**src/rtl/hsfc_pkg.sv**
```systemverilog
package hsfc_pkg;

    localparam int HSFC_NCH   = 2;
    localparam int HSFC_CNT_W = 16;

    typedef enum logic [1:0] {
        CH_IDLE,
        CH_BLANK,
        CH_ARMED,
        CH_TRIPPED
    } ch_state_t;

    typedef enum logic {
        SUP_GOOD,
        SUP_LOW
    } sup_state_t;

    typedef struct packed {
        logic req;
        logic req_rise;
        logic oc;
    } ch_in_t;

    typedef struct packed {
        logic gate;
        logic flt_n;
        logic mon_n;
    } ch_out_t;

    function automatic logic rising(input logic now, input logic prev);
        return now & ~prev;
    endfunction

endpackage

```
**src/rtl/hsfc_sync.sv**
```systemverilog
module hsfc_sync #(
    parameter int W = 1
) (
    input  logic         clk,
    input  logic         rst,
    input  logic [W-1:0] d,
    output logic [W-1:0] q
);
    logic [W-1:0] meta;

    always_ff @(posedge clk) begin
        if (rst) begin
            meta <= '0;
            q    <= '0;
        end else begin
            meta <= d;
            q    <= meta;
        end
    end
endmodule

```
**src/rtl/hsfc_supply.sv**
```systemverilog
module hsfc_supply
    import hsfc_pkg::*;
(
    input  logic clk,
    input  logic rst,
    input  logic warn_s,
    input  logic ok_s,
    output logic low
);
    sup_state_t st;

    always_ff @(posedge clk) begin
        if (rst) begin
            st <= SUP_GOOD;
        end else begin
            case (st)
                SUP_GOOD: if (warn_s)           st <= SUP_LOW;
                SUP_LOW:  if (ok_s && !warn_s)  st <= SUP_GOOD;
                default:                        st <= SUP_GOOD;
            endcase
        end
    end

    assign low = (st == SUP_LOW);
endmodule

```
**src/rtl/hsfc_channel.sv**
```systemverilog
module hsfc_channel
    import hsfc_pkg::*;
#(
    parameter int CNT_W = HSFC_CNT_W
) (
    input  logic             clk,
    input  logic             rst,
    input  logic [CNT_W-1:0] blank_len,
    input  ch_in_t           cin,
    input  logic             force_off,
    input  logic             hold_clr,
    output ch_out_t          cout
);
    ch_state_t        st;
    logic [CNT_W-1:0] cnt;
    logic [CNT_W:0]   cnt_nxt;
    logic             blank_end;
    logic             flt_q;
    logic             mon_q;

    assign cnt_nxt   = {1'b0, cnt} + {{CNT_W{1'b0}}, 1'b1};
    assign blank_end = (cnt_nxt >= {1'b0, blank_len});

    always_ff @(posedge clk) begin
        if (rst) begin
            st    <= CH_IDLE;
            cnt   <= '0;
            flt_q <= 1'b0;
            mon_q <= 1'b1;
        end else begin
            mon_q <= ~cin.oc;
            if (hold_clr) begin
                st    <= CH_IDLE;
                cnt   <= '0;
                flt_q <= 1'b0;
            end else begin
                if (cin.req_rise) flt_q <= 1'b0;
                case (st)
                    CH_IDLE: begin
                        if (cin.req && !force_off) begin
                            st  <= CH_BLANK;
                            cnt <= '0;
                        end
                    end
                    CH_BLANK: begin
                        if (!cin.req || force_off) st <= CH_IDLE;
                        else if (blank_end)        st <= CH_ARMED;
                        else                       cnt <= cnt_nxt[CNT_W-1:0];
                    end
                    CH_ARMED: begin
                        if (!cin.req || force_off) begin
                            st <= CH_IDLE;
                        end else if (cin.oc) begin
                            st    <= CH_TRIPPED;
                            flt_q <= 1'b1;
                        end
                    end
                    CH_TRIPPED: begin
                        if (!cin.req) st <= CH_IDLE;
                    end
                    default: st <= CH_IDLE;
                endcase
            end
        end
    end

    assign cout.gate  = (st == CH_BLANK) || (st == CH_ARMED);
    assign cout.flt_n = ~flt_q;
    assign cout.mon_n = mon_q;
endmodule

```
**src/rtl/hs_fault_ctrl.sv**
```systemverilog
module hs_fault_ctrl
    import hsfc_pkg::*;
#(
    parameter int NCH   = HSFC_NCH,
    parameter int CNT_W = HSFC_CNT_W
) (
    input  logic             clk,
    input  logic             rst,
    input  logic [CNT_W-1:0] blank_len,
    input  logic             inhibit,
    input  logic             uv_warn,
    input  logic             uv_ok,
    input  logic             uv_trip,
    input  logic [NCH-1:0]   on_req,
    input  logic [NCH-1:0]   oc_cmp,
    output logic [NCH-1:0]   gate_en,
    output logic [NCH-1:0]   flt_n,
    output logic [NCH-1:0]   mon_n
);
    localparam int SW = 2 * NCH + 4;

    logic [SW-1:0]  raw_in;
    logic [SW-1:0]  syn_in;
    logic           inhibit_s;
    logic           warn_s;
    logic           ok_s;
    logic           trip_s;
    logic [NCH-1:0] req_s;
    logic [NCH-1:0] oc_s;
    logic [NCH-1:0] req_d;
    logic           sup_low;
    logic           force_off;

    assign raw_in = {inhibit, uv_warn, uv_ok, uv_trip, on_req, oc_cmp};

    hsfc_sync #(.W(SW)) u_sync (
        .clk (clk),
        .rst (rst),
        .d   (raw_in),
        .q   (syn_in)
    );

    assign {inhibit_s, warn_s, ok_s, trip_s, req_s, oc_s} = syn_in;

    always_ff @(posedge clk) begin
        if (rst) req_d <= '0;
        else     req_d <= req_s;
    end

    hsfc_supply u_supply (
        .clk    (clk),
        .rst    (rst),
        .warn_s (warn_s),
        .ok_s   (ok_s),
        .low    (sup_low)
    );

    assign force_off = inhibit_s | sup_low | trip_s;

    for (genvar i = 0; i < NCH; i++) begin : g_ch
        ch_in_t  cin;
        ch_out_t cout;

        assign cin.req      = req_s[i];
        assign cin.req_rise = rising(req_s[i], req_d[i]);
        assign cin.oc       = oc_s[i];

        hsfc_channel #(.CNT_W(CNT_W)) u_ch (
            .clk       (clk),
            .rst       (rst),
            .blank_len (blank_len),
            .cin       (cin),
            .force_off (force_off),
            .hold_clr  (trip_s),
            .cout      (cout)
        );

        assign gate_en[i] = cout.gate;
        assign flt_n[i]   = cout.flt_n;
        assign mon_n[i]   = cout.mon_n;
    end
endmodule

```
**config.mk**
```make
export PLATFORM = sky130hd
export DESIGN_NAME = hs_fault_ctrl
export DESIGN_NICKNAME = d
export VERILOG_FILES = /design/src/rtl/hsfc_pkg.sv /design/src/rtl/hsfc_sync.sv /design/src/rtl/hsfc_supply.sv /design/src/rtl/hsfc_channel.sv /design/src/rtl/hs_fault_ctrl.sv
export SDC_FILE = /design/constraint.sdc
export NUM_CORES = 1
export LEC_CHECK = 0
export BUFFER_PORTS_ARGS = -buffer_cell sky130_fd_sc_hd__buf_2
export CAP_MARGIN = 20
export CORE_MARGIN = 4
export CORE_UTILIZATION = 40
export CTS_CLUSTER_DIAMETER = 120
export DETAILED_ROUTE_END_ITERATION = 10
export PLACE_DENSITY_LB_ADDON = 0.25
export SYNTH_ARGS = -nofsm -noshare
export SYNTH_HDL_FRONTEND = slang
export SYNTH_SLANG_ARGS = --single-unit
```
**constraint.sdc**
```tcl
create_clock -name clk -period 5.9 [get_ports clk]
set_input_delay 1.18 -clock clk [delete_from_list [all_inputs] [get_ports clk]]
set_output_delay 1.18 -clock clk [all_outputs]
set_load 0.02 [all_outputs]
```
**Word level (Yosys, flattened, before mapping)**

Index checks and enable logic that the tools add are counted.
W data, S select, Z words.

- $add $sub $neg: 2
- Multiply operators: 0
- Div/mod/pow operators: 0
- Order comparisons: 2
- Eq/ne operators: 18
- Shift-type cells: 0
- Mux-type cells: 33
- Bitwise logic cells: 11
- Reduce and logical (&&, ||, !) cells: 20

Operators by type and width:

| operator | number |
|---|---|
| $mux W16 | 6 |
| $pmux W16 S2 | 2 |
| $add A16 B1 Y17 const B | 2 |
| $ge A17 B16 Y1 | 2 |
| $mux W2 | 12 |
| $pmux W2 S4 | 2 |
| $reduce_and A4 Y1 | 4 |
| $ne A2 B2 Y1 const B | 6 |
| $mux W1 | 10 |
| $eq A2 B2 Y1 const B | 4 |
| $not A1 Y1 | 7 |
| $ne A3 B1 Y1 const B | 2 |
| $ne A3 B2 Y1 const B | 2 |
| $eq A2 B1 Y1 const B | 2 |
| $logic_not A1 Y1 | 4 |
| $logic_not A2 Y1 | 2 |
| $logic_or A1 B1 Y1 | 4 |
| $ne A2 B1 Y1 const B | 2 |
| $reduce_bool A2 Y1 | 2 |
| $logic_and A1 B1 Y1 | 3 |
| $and A1 B1 Y1 | 2 |
| $or A1 B1 Y1 | 2 |
| $pmux W1 S2 | 1 |
| $reduce_or A2 Y1 | 1 |

- Register bits: 59
- Latch bits: 0
- Bits in writable memories: 0
- ROM bits: 0
- Bits of input ports: 26
- Output and inout bits: 6
- Logic and storage cells: 98
- Memories kept: 0

**Longest topological paths before layout**

Gate-level depths: netlist of the first run.

- Depth after elaboration: 6
- Mapped depth: 13
- Depth with buffers taken out: 12

**Modules after synthesis**

Synthesis of the first run repeated with hierarchy kept, for this count alone.

- Cell total of the unflattened synthesis: 469
- Area total of the unflattened synthesis: 3961.3 µm²

Modules (own cells, without submodules):

| module | instances | cells each | area each (µm²) | seq. area each (µm²) |
|---|---|---|---|---|
| hsfc_channel (g_ch[0].u_ch) | 1 | 215 | 1759.2 | 400.4 |
| hsfc_channel (g_ch[1].u_ch) | 1 | 210 | 1627.8 | 400.4 |
| hsfc_sync | 1 | 33 | 464.2 | 320.3 |
| hs_fault_ctrl | 1 | 7 | 71.3 | 40.0 |
| hsfc_supply | 1 | 4 | 38.8 | 20.0 |

**Worst setup path before layout of the first run**

OpenSTA, ideal clock, no wires.

- Kind: input -> register
- From: in blank_len[8]
- To: reg g_ch[0].u_ch.cnt[13]
- Data arrival time: 2.881 ns
- Required time: 5.830 ns
- Path slack: 2.949 ns
- Cell stages on the path: 9
- Path buffers: 1
- Cell sequence: inv_1 > ha_1 > a21oi_1 > o221ai_1 > o211a_1 > o21ai_1 > clkbuf_1 > nand4_1 > a21oi_1

- Word-level cells in the longest chain between the ends: 3

Ends and longest elaborated chain:

| what | line | RTL |
|---|---|---|
| start, declared | hs_fault_ctrl.sv:9 | `input logic [CNT_W-1:0] blank_len,` |
| $ge A17 B16 Y1 | hsfc_channel.sv:22 | `assign blank_end = (cnt_nxt >= {1'b0, blank_len});` |
| $ne A2 B2 Y1 (no source line) | -- |  |
| $reduce_and A4 Y1 (no source line) | -- |  |
| end signal, assigned | hsfc_channel.sv:48 | `else cnt <= cnt_nxt[CNT_W-1:0];` |
| end, declared | hsfc_channel.sv:15 | `logic [CNT_W-1:0] cnt;` |

No other way between the ends.
A chain may end at the register's enable or synchronous reset.

**Worst setup path after layout of the first run**

- From: reg g_ch[1].u_ch.cnt[0]
- To: reg g_ch[1].u_ch.cnt[1]

- Word-level cells in the longest chain between the ends: 4
- Elaborated cells between the ends (all ways): 7
- Those cells by class: add/sub (1); order compare (1); eq/ne (1); mux (3); reduce/logical (1)

Ends and longest elaborated chain:

| what | line | RTL |
|---|---|---|
| start, declared | hsfc_channel.sv:15 |  |
| start signal, assigned | hsfc_channel.sv:48 |  |
| $add A16 B1 Y17 * | hsfc_channel.sv:21 | `assign cnt_nxt = {1'b0, cnt} + {{CNT_W{1'b0}}, 1'b1};` |
| $ge A17 B16 Y1 or $mux W16 (tied branches) | hsfc_channel.sv:22, hsfc_channel.sv:47 |  |
| $ne A2 B2 Y1 (no source line) or $mux W16 (tied branches) | -- |  |
| $reduce_and A4 Y1 (no source line) or $pmux W16 S2 (tied branches) | -- |  |

Every way passes the cells marked *; elsewhere a longest branch is shown, timed or not. The select of a mux whose other input is x is not followed.

==> run_results.csv, run 1 <==
group,metric,value,unit
global_route,grt_antenna_before_repair,0,
cells_and_area,fillers,949,
sta,max_freq,273,MHz
worst_setup_path,cp_top_family,"compound AO/OA/AOI/OAI gates",
yosys,yosysSeqAreaShare,30.8,%
floorplanning,rows,35,
floorplanning,num_io_pins,32,
sta,rsz0062_at_grt,"false",
drt,drtAntennaViolNets,0,
clock_network,clkLatencyLatePin,0.34,ns
sta,finClkSkew,0.00575,ns
clock_network,cts.repair.resized,0,
worst_setup_path,crit_chain,"ha_1, nand4_1, nor2_1, xor2_1, ha_1, a211oi_1, nor2_1, o31ai_1, a21boi_1, o21ai_2, mux2i_1",
clock_network,hold_buffers,0,
sta,fin_setup_tns,0,ns
place,hpwl,6600,µm
clock_network,cts_tree,"yes",
sta,slew_viol_final,0,
global_route,grt_pass1_wl,14900,µm
yosys,synth_ff_type,"dfxtp_1",
floorplanning,fp.dieH,106,µm
global_route,track_usage,16.2,%
yosys,syn_area,3830,µm²
drt,drt_iter0_drc,184,
flow_run,max_cap_violations,0,
yosys,netlist_instances,451,
clock_network,clk_pin_slew,0.08,ns
global_route,grt-ovfl-total,0,
drt,drc,0,
drt,first_pass_iters,4,
yosys,synth.area.top_cells,"dfxtp_1 (31%), ha_1 (14%), nand2_1 (5.1%), nand4_1 (4.9%), xnor2_1 (4.3%)",
pwr,p_sw,243,µW
drt,route.vias.total,3309,
worst_setup_path,setup.worst_path.end_class,"flop",
cells_and_area,layout-drive-gt1-share,13.5,%
yosys,syn_nets,519,
floorplanning,die_w,106,µm
sta,worst_hold_slack,0.431,ns
pwr,vdd_drop_max,0.152,mV
clock_network,cts_setup_buffers,0,
sta,period_share,62.0,%
clock_network,cts-root-buf,"clkbuf_8",
drt,viasPerCell,5.42,
drt,wl,9010,µm
pwr,powerDensity,205,nW/µm²
yosys,yosys_register_bits,59,
yosys,synth_top_cell_by_area,"dfxtp_1",
pwr,power_frac_seq,46.5,%
pwr,p_clk_share,44.9,%
pwr,p_leak,1.74,nW
drt,wl_per_cell,14.7,µm
yosys,synth.most_common_cell,"dfxtp_1",
floorplanning,core-area,9280,µm²
sta,setup_violations,0,
floorplanning,start_util,41.3,%
global_route,grt_pass1_vias,3116,
worst_setup_path,required,6.17,ns
worst_setup_path,critPathKind,"reg2reg",
status,outcome,"complete, no violations",
sta,relSlewSlack,43.5,%
cells_and_area,n_antenna_cell,0,
pwr,swShare,27.6,%
pwr,p_comb_share,8.6,%
place,port_buffers,31,
global_route,grt_max_degree,27,
cells_and_area,syn_to_final_growth,12.0,%
worst_setup_path,slowest_delay,0.73,ns
cells_and_area,layout.nets,545,
yosys,ys_warn_count,0,
yosys,synthTopCellsByCount,"dfxtp_1 (59), nand2_1 (52), ha_1 (42)",
worst_setup_path,worstPathArrival,3.93,ns
yosys,synth_top_area_share,30.8,%
yosys,synth_edf_count,0,
yosys,async_flop_share,0,%
sta,worstMarginPinSlew,0.847,ns
worst_setup_path,cp_num_buf_inv,0,
worst_setup_path,start_kind,"flop",
sta,fin_crit,3.66,ns
clock_network,cts_max_path_buffers,2,
yosys,synth_cell_types,58,
yosys,synth.avg_cell_area,8.49,µm²
cells_and_area,stdcell_area,4290,µm²
clock_network,cts_buffers,9,
worst_setup_path,cpMaxStageDelayCell,"o21ai_2",
pwr,intPower,638,µW
place,dpl_cell_area,4070,µm²
sta,finalHoldViolCount,0,
clock_network,cts_sinks,59,
worst_setup_path,critPathMaxFanout,12,
floorplanning,die-area,11200,µm²
min_path,hp-class,"reg2reg",
place,gp_congestion,0.849,
clock_network,htreeDepth,3,
## final timing paths
kind / from / to / slack [ns] / cells after the start
min: u_sync.q[1] / g_ch[1].u_ch.mon_q / 0.43 / 1
min reg2reg: u_sync.q[1] / g_ch[1].u_ch.mon_q / 0.43 / 1
max: g_ch[1].u_ch.cnt[0] / g_ch[1].u_ch.cnt[1] / 2.24 / 11
max reg2reg: g_ch[1].u_ch.cnt[0] / g_ch[1].u_ch.cnt[1] / 2.24 / 11
## state kept, by name (all words and copies together), names as in the netlist
name / cells
g_ch.u_ch.mon_q: 2
u_sync.meta: 8
req_d: 2
g_ch.u_ch.cnt: 32
u_sync.q: 8
g_ch.u_ch.st: 4
g_ch.u_ch.flt_q: 2
u_supply.low: 1
## metrics by stage
stage | utilization [%] | total power [mW] | setup slack [ns] | cells
floorplan | - | 0.471 | 2.95 | 451
global placement | 43.9 | 0.494 | 2.29 | 594
detailed placement | 43.9 | 0.495 | 2.20 | 594
CTS | 46.1 | 0.891 | 2.19 | 610
finish | 46.2 | 0.881 | 2.24 | 611
global route | 46.2 | 0.919 | 1.88 | 611
## metal layers
| layer | share of wire [%] | GRT usage (%) | vias to the layer above |
|---|---|---|---|
| met5 | 0 | 0 | - |
| met4 | 1.6 | 4.26 | 0 |
| met3 | 6.7 | 4.84 | 16 |
| met2 | 42 | 24.4 | 99 |
| met1 | 50 | 22.7 | 1504 |
| li1 | - | - | 1690 |
## layout make-up
class | count | area [µm²] | share of cell area [%]
clock buffers | 9 | 124 | 2.89
clock inverters | 7 | 83.8 | 1.95
inverters | 27 | 101 | 2.36
multi-input cells | 346 | 2460 | 57.4
flip-flops and latches | 59 | 1180 | 27.5
well taps | 129 | 161 | 3.76
repair buffers | 34 | 178 | 4.14
## power by group through the flow
stage               logic, mW  registers (mW)  clock network [mW]
finish                 0.0756           0.410               0.395
detailed placement     0.0756           0.419                   0
global route           0.0847           0.411               0.423
global placement       0.0744           0.419                   0
CTS                    0.0761           0.410               0.406
floorplan              0.0529           0.418                   0
## cell families after synthesis
logic type	count (synthesis)	share of synthesized area, %
AO/OA/AOI/OAI	84	15.1
XOR/XNOR	28	6.40
adder cells (fa/ha/maj)	42	13.7
buffers and inverters	46	4.93
flip-flops	59	30.8
multiplexers	15	3.92
AND/OR/NAND/NOR	177	25.1
## cells in the final DEF (no fill, tap or decap), types with 4 or more instances in the layout
cell	n
nor2_1	23
mux2i_1	15
nand2_1	52
a21oi_1	24
dfxtp_1	59
o21ai_0	9
and2_1	4
o2111ai_1	4
nand4_1	30
o211ai_1	15
clkbuf_8	9
nor2b_1	16
buf_2	31
ha_1	42
nand3_1	15
a211oi_1	5
xnor2_1	19
xor2_1	9
inv_1	27
Power figures use the tool's default switching activity.
==> inputs of run 2 (changes only) <==
==> constraint.sdc (replaced) <==
create_clock -name clk -period 3.1 [get_ports clk]
set_input_delay 0.62 -clock clk [delete_from_list [all_inputs] [get_ports clk]]
set_output_delay 0.62 -clock clk [all_outputs]
set_load 0.02 [all_outputs]
==> run_results.csv, run 2 (synthesized netlist as in run 1, its figures left out) <==
group,metric,value,unit
worst_setup_path,start_kind,"flop",
worst_setup_path,worstPathArrival,3.21,ns
clock_network,cts_sinks,59,
floorplanning,core-area,9280,µm²
status,outcome,"complete, no violations",
worst_setup_path,setup.worst_path.end_class,"flop",
cells_and_area,top_regs,"g_ch.u_ch.cnt: 32 flops, u_sync.meta: 8 flops, u_sync.q: 8 flops",
floorplanning,fp.dieH,106,µm
clock_network,hold_buffers,0,
drt,viasPerCell,5.32,
clock_network,clkLatencyLatePin,0.35,ns
worst_setup_path,crit_chain,"nand4_2, or3_4, or2_4, xnor2_1, ha_1, nand4_1, nor3_2, o22ai_2, a21boi_2, buf_4, or2_2, o41ai_1",
worst_setup_path,cpMaxStageDelayCell,"or3_4",
place,gp_congestion,0.821,
drt,first_pass_iters,4,
sta,max_freq,335,MHz
min_path,hp-class,"reg2reg",
pwr,p_leak,1.97,nW
worst_setup_path,slowest_delay,0.45,ns
sta,setup_violations,0,
worst_setup_path,critPathMaxFanout,8,
pwr,vdd_drop_max,0.290,mV
pwr,powerDensity,357,nW/µm²
drt,drc,0,
worst_setup_path,rr_worst_depth,12,
cells_and_area,layout.nets,577,
global_route,grt_pass1_vias,3342,
sta,slew_viol_final,0,
sta,relSlewSlack,48.6,%
floorplanning,num_io_pins,32,
sta,finalHoldViolCount,0,
clock_network,cts_buffers,9,
min_path,worstHoldPathCells,1,
place,hpwl,7040,µm
worst_setup_path,required,3.33,ns
sta,rsz0062_at_grt,"true",
global_route,grt_antenna_before_repair,0,
clock_network,cts_max_path_buffers,2,
sta,finClkSkew,0.00991,ns
drt,wl_per_cell,14.4,µm
flow_run,max_cap_violations,0,
drt,drtAntennaViolNets,0,
clock_network,cts_tree,"yes",
cells_and_area,seq_area,1190,µm²
clock_network,htreeDepth,3,
place,dpl_cell_area,4310,µm²
clock_network,clk_pin_slew,0.07,ns
cells_and_area,syn_to_final_growth,21.5,%
cells_and_area,multi_input_area,2570,µm²
cells_and_area,mostFrequentLayoutCells,"dfxtp_1 (54), nand2_1 (52), ha_1 (42)",
floorplanning,rows,35,
cells_and_area,largest_reg_flops,32,
sta,fin_crit,2.98,ns
drt,drt_iter0_drc,174,
place,place_inst,624,
clock_network,cts-root-buf,"clkbuf_8",
cells_and_area,final_cells,643,
cells_and_area,fillers,916,
floorplanning,die-area,11200,µm²
worst_setup_path,critPathKind,"reg2reg",
global_route,grt-ovfl-total,0,
sta,period_share,96.2,%
global_route,track_usage,17.0,%
cells_and_area,stdcell_area,4650,µm²
drt,wl,9280,µm
sta,worstMarginPinSlew,0.769,ns
global_route,grt_pass1_wl,15600,µm
cells_and_area,fin_util,50.1,%
cells_and_area,layout-drive-gt1-share,23.7,%
floorplanning,die_w,106,µm
cells_and_area,top_register,"g_ch.u_ch.cnt",
cells_and_area,layout_commonest_cell,"dfxtp_1",
place,port_buffers,31,
floorplanning,start_util,41.3,%
cells_and_area,n_antenna_cell,0,
drt,route.vias.total,3423,
global_route,grt_max_degree,24,
## run 2: cell types whose count changed in the layout (fill, tap and decap cells not counted), moves of 5 or more
cell	delta
dfxtp_1	-5
xnor2_1	-6
buf_4	+31
xnor2_2	+6
dfxtp_2	+5
## run 2: critical path: cells and delay by family (launching register included)
| family | cells | cell delay, ns |
|---|---|---|
| XOR/XNOR | 1 | 0.13 |
| adder cells (fa/ha/maj) | 1 | 0.30 |
| buffers and inverters | 1 | 0.17 |
| flip-flops | 1 | 0.37 |
| AND/OR/NAND/NOR | 6 | 1.38 |
| AO/OA/AOI/OAI | 3 | 0.51 |
## run 2: power by group
part | total [mW] | switching (mW) | internal [mW]
sequential | 0.780 | 0.00864 | 0.771
clock | 0.728 | 0.351 | 0.376
combinational | 0.152 | 0.0899 | 0.0620
## run 2: repair_timing
action                     CTS  global route
resized for setup            6            23
setup endpoints to repair    2            33
pin swaps                    0             4
hold endpoints to repair     0             0
buffers inserted             0             3
## run 2: layer usage
| metal | track usage (%) | vias to the layer above | wire length (µm) | share of wire (%) |
|---|---|---|---|---|
| li1 | - | 1744 | - | - |
| met1 | 23.2 | 1602 | 4560 | 49 |
| met2 | 26.5 | 64 | 4160 | 45 |
| met3 | 3.49 | 13 | 390 | 4.2 |
| met4 | 6.11 | 0 | 170 | 1.8 |
| met5 | 0 | - | 0 | 0 |
## run 2: final timing paths
kind | startpoint | slack, ns | end
worst min register to register | u_sync.q[1] | 0.44 | g_ch[1].u_ch.mon_q
worst min-delay path | u_sync.q[1] | 0.44 | g_ch[1].u_ch.mon_q
worst max-delay path | g_ch[1].u_ch.cnt[7] | 0.12 | g_ch[1].u_ch.cnt[9]
worst max register to register | g_ch[1].u_ch.cnt[7] | 0.12 | g_ch[1].u_ch.cnt[9]
## run 2: per-stage QoR
| step | TNS [ns] | power (mW) | setup WS (ns) | hold WS (ns) |
|---|---|---|---|---|
| 3_3_place_gp | 0 | 0.944 | 0.0632 | 0.413 |
| 6_report | 0 | 1.66 | 0.116 | 0.438 |
| 4_1_cts | 0 | 1.68 | 0.0285 | 0.437 |
| 2_1_floorplan | 0 | 0.897 | 0.168 | 0.384 |
| 5_1_grt | -0.0368 | 1.74 | -0.0233 | 0.465 |
| 3_5_place_dp | -0.00724 | 0.948 | -0.00724 | 0.412 |
## run 2: layout make-up
class | instances | area share [%]
Multi-Input combinational cell | 346 | 55.3
Sequential cell | 59 | 25.5
Timing Repair Buffer | 66 | 9.25
Tap cell | 129 | 3.47
Clock buffer | 9 | 2.66
Inverter | 27 | 2.18
Clock inverter | 7 | 1.64
==> inputs of run 3 (changes only) <==
--- a/config.mk
+++ b/config.mk
@@ -7,11 +7,14 @@
 export LEC_CHECK = 0
 export BUFFER_PORTS_ARGS = -buffer_cell sky130_fd_sc_hd__buf_2
 export CAP_MARGIN = 20
+export CELL_PAD_IN_SITES_DETAIL_PLACEMENT = 1
+export CELL_PAD_IN_SITES_GLOBAL_PLACEMENT = 2
 export CORE_MARGIN = 4
-export CORE_UTILIZATION = 40
+export CORE_UTILIZATION = 33
 export CTS_CLUSTER_DIAMETER = 120
 export DETAILED_ROUTE_END_ITERATION = 10
 export PLACE_DENSITY_LB_ADDON = 0.25
+export SLEW_MARGIN = 20
 export SYNTH_ARGS = -nofsm -noshare
 export SYNTH_HDL_FRONTEND = slang
 export SYNTH_SLANG_ARGS = --single-unit
==> run_results.csv, run 3 (synthesized netlist as in run 1, its figures left out) <==
group,metric,value,unit
status,outcome,"complete, no violations",
clock_network,clk_pin_slew,0.06,ns
clock_network,cts_sinks,59,
drt,drtAntennaViolNets,0,
clock_network,cts_tree,"yes",
pwr,p_leak,2.16,nW
min_path,hold_end,"g_ch[1].u_ch.mon_q",
cells_and_area,top_regs,"g_ch.u_ch.cnt: 32 flops, u_sync.meta: 8 flops, u_sync.q: 8 flops",
worst_setup_path,critPathKind,"reg2reg",
global_route,grt_max_degree,24,
cells_and_area,n_antenna_cell,0,
cells_and_area,layout-drive-gt1-share,28.4,%
worst_setup_path,critPathMaxFanout,4,
cells_and_area,stdcell_area,5070,µm²
floorplanning,start_util,33.7,%
floorplanning,fp.dieH,116,µm
global_route,grt-ovfl-total,0,
cells_and_area,largest_reg_flops,32,
drt,drc,0,
worst_setup_path,r2r_start,"g_ch[0].u_ch.cnt[0]",
worst_setup_path,worstPathArrival,3.22,ns
drt,wl_per_cell,17.3,µm
clock_network,cts_max_path_buffers,2,
place,hpwl,8780,µm
clock_network,cts_buffers,9,
sta,max_freq,337,MHz
sta,finClkSkew,0.00758,ns
sta,setup_violations,0,
drt,drt_iter0_drc,236,
floorplanning,die-area,13400,µm²
place,port_buffers,31,
min_path,hp-class,"reg2reg",
global_route,grt_antenna_before_repair,0,
drt,wl,11800,µm
min_path,hp-start,"u_sync.q[1]",
pwr,total_power,1.96,mW
sta,relSlewSlack,57.8,%
drt,route.vias.total,3636,
clock_network,cts-root-buf,"clkbuf_16",
sta,slew_viol_final,0,
pwr,powerDensity,386,nW/µm²
flow_run,max_cap_violations,0,
sta,finalHoldViolCount,0,
floorplanning,die_w,116,µm
cells_and_area,syn_to_final_growth,32.4,%
floorplanning,rows,39,
global_route,grt_pass1_vias,3943,
clock_network,clkLatencyLatePin,0.33,ns
worst_setup_path,rrSetupSlack,0.13,ns
cells_and_area,fin_util,44.6,%
floorplanning,core-area,11400,µm²
place,dpl_cell_area,4480,µm²
worst_setup_path,setup.worst_path.end_class,"flop",
cells_and_area,layout.nets,602,
place,dp_slack,-0.141,ns
sta,period_share,95.7,%
min_path,worstHoldPathCells,1,
global_route,grt_pass1_wl,19500,µm
worst_setup_path,r2r-end,"g_ch[0].u_ch.cnt[7]",
worst_setup_path,required,3.36,ns
drt,first_pass_iters,4,
sta,fin_crit,2.97,ns
worst_setup_path,start_kind,"flop",
cells_and_area,mostFrequentLayoutCells,"buf_4 (57), dfxtp_1 (56), nand2_1 (52)",
cells_and_area,layout_commonest_cell,"buf_4",
cells_and_area,top_register,"g_ch.u_ch.cnt",
cells_and_area,fillers,1340,
floorplanning,num_io_pins,32,
place,gp_congestion,0.849,
sta,worstMarginPinSlew,0.628,ns
drt,viasPerCell,5.33,
global_route,track_usage,18.1,%
clock_network,htreeDepth,3,
sta,fin_ws,0.134,ns
pwr,vdd_drop_max,0.192,mV
worst_setup_path,rr_worst_depth,12,
-- run 3: layer usage --
layer | part of all wire, % | GRT usage, %
met4 | 0.96 | 5.88
met3 | 4.1 | 2.14
met2 | 49 | 30.5
met1 | 46 | 24.3
met5 | 0 | 0
-- run 3: cell type report --
cell class,instances,area (µm²),area share [%]
Clock buffer,9,225,4.44
Clock inverter,7,77.6,1.53
Inverter,27,101,2.00
Multi-Input combinational cell,346,2680,52.8
Sequential cell,59,1190,23.4
Tap cell,143,179,3.53
Timing Repair Buffer,91,626,12.3
-- run 3: stage by stage --
step / setup TNS [ns] / cells / hold WS (ns)
after floorplan: 0 / 451 / 0.384
after global placement: -0.0206 / 658 / 0.408
after detailed placement: -0.425 / 658 / 0.403
after CTS: -0.00687 / 675 / 0.424
after global routing: -0.175 / 682 / 0.439
final: 0 / 682 / 0.418
-- run 3: timing repair --
action                                 in CTS  in global routing
hold buffers                                0                  0
endpoints found under the hold margin       0                  0
buffers inserted                            1                  7
setup endpoints to repair                  25                 36
gates resized for setup                     8                 36
pin swaps                                   2                 15
-- run 3: worst max-delay path by stage --
stage	startpoint	to	depth (start not counted)
finish	g_ch[0].u_ch.cnt[0]	g_ch[0].u_ch.cnt[7]	12
global route	g_ch[0].u_ch.cnt[0]	g_ch[0].u_ch.cnt[7]	12
CTS	g_ch[1].u_ch.cnt[6]	g_ch[1].u_ch.st[1]	12
detailed placement	g_ch[1].u_ch.cnt[12]	g_ch[1].u_ch.cnt[9]	11
global placement	g_ch[1].u_ch.cnt[12]	g_ch[1].u_ch.st[1]	11
floorplan	g_ch[1].u_ch.cnt[6]	g_ch[1].u_ch.cnt[10]	13
-- run 3: report_power, final --
part	switching [mW]	leakage, nW	internal (mW)
clock network	0.385	0.146	0.627
logic	0.0983	1.53	0.0658
registers	0.00903	0.481	0.772
total	0.493	2.16	1.46
-- run 3: critical path, cell delays in order (launching register included) --
cell and delay, ns:
dfxtp_1 0.34, ha_2 0.20, and4_4 0.26, nand4_1 0.16, or2_2 0.35, xnor2_2 0.15
ha_1 0.30, o21a_1 0.12, a21o_1 0.21, and2_1 0.19, a2111oi_4 0.33, buf_4 0.18
o2bb2ai_1 0.11
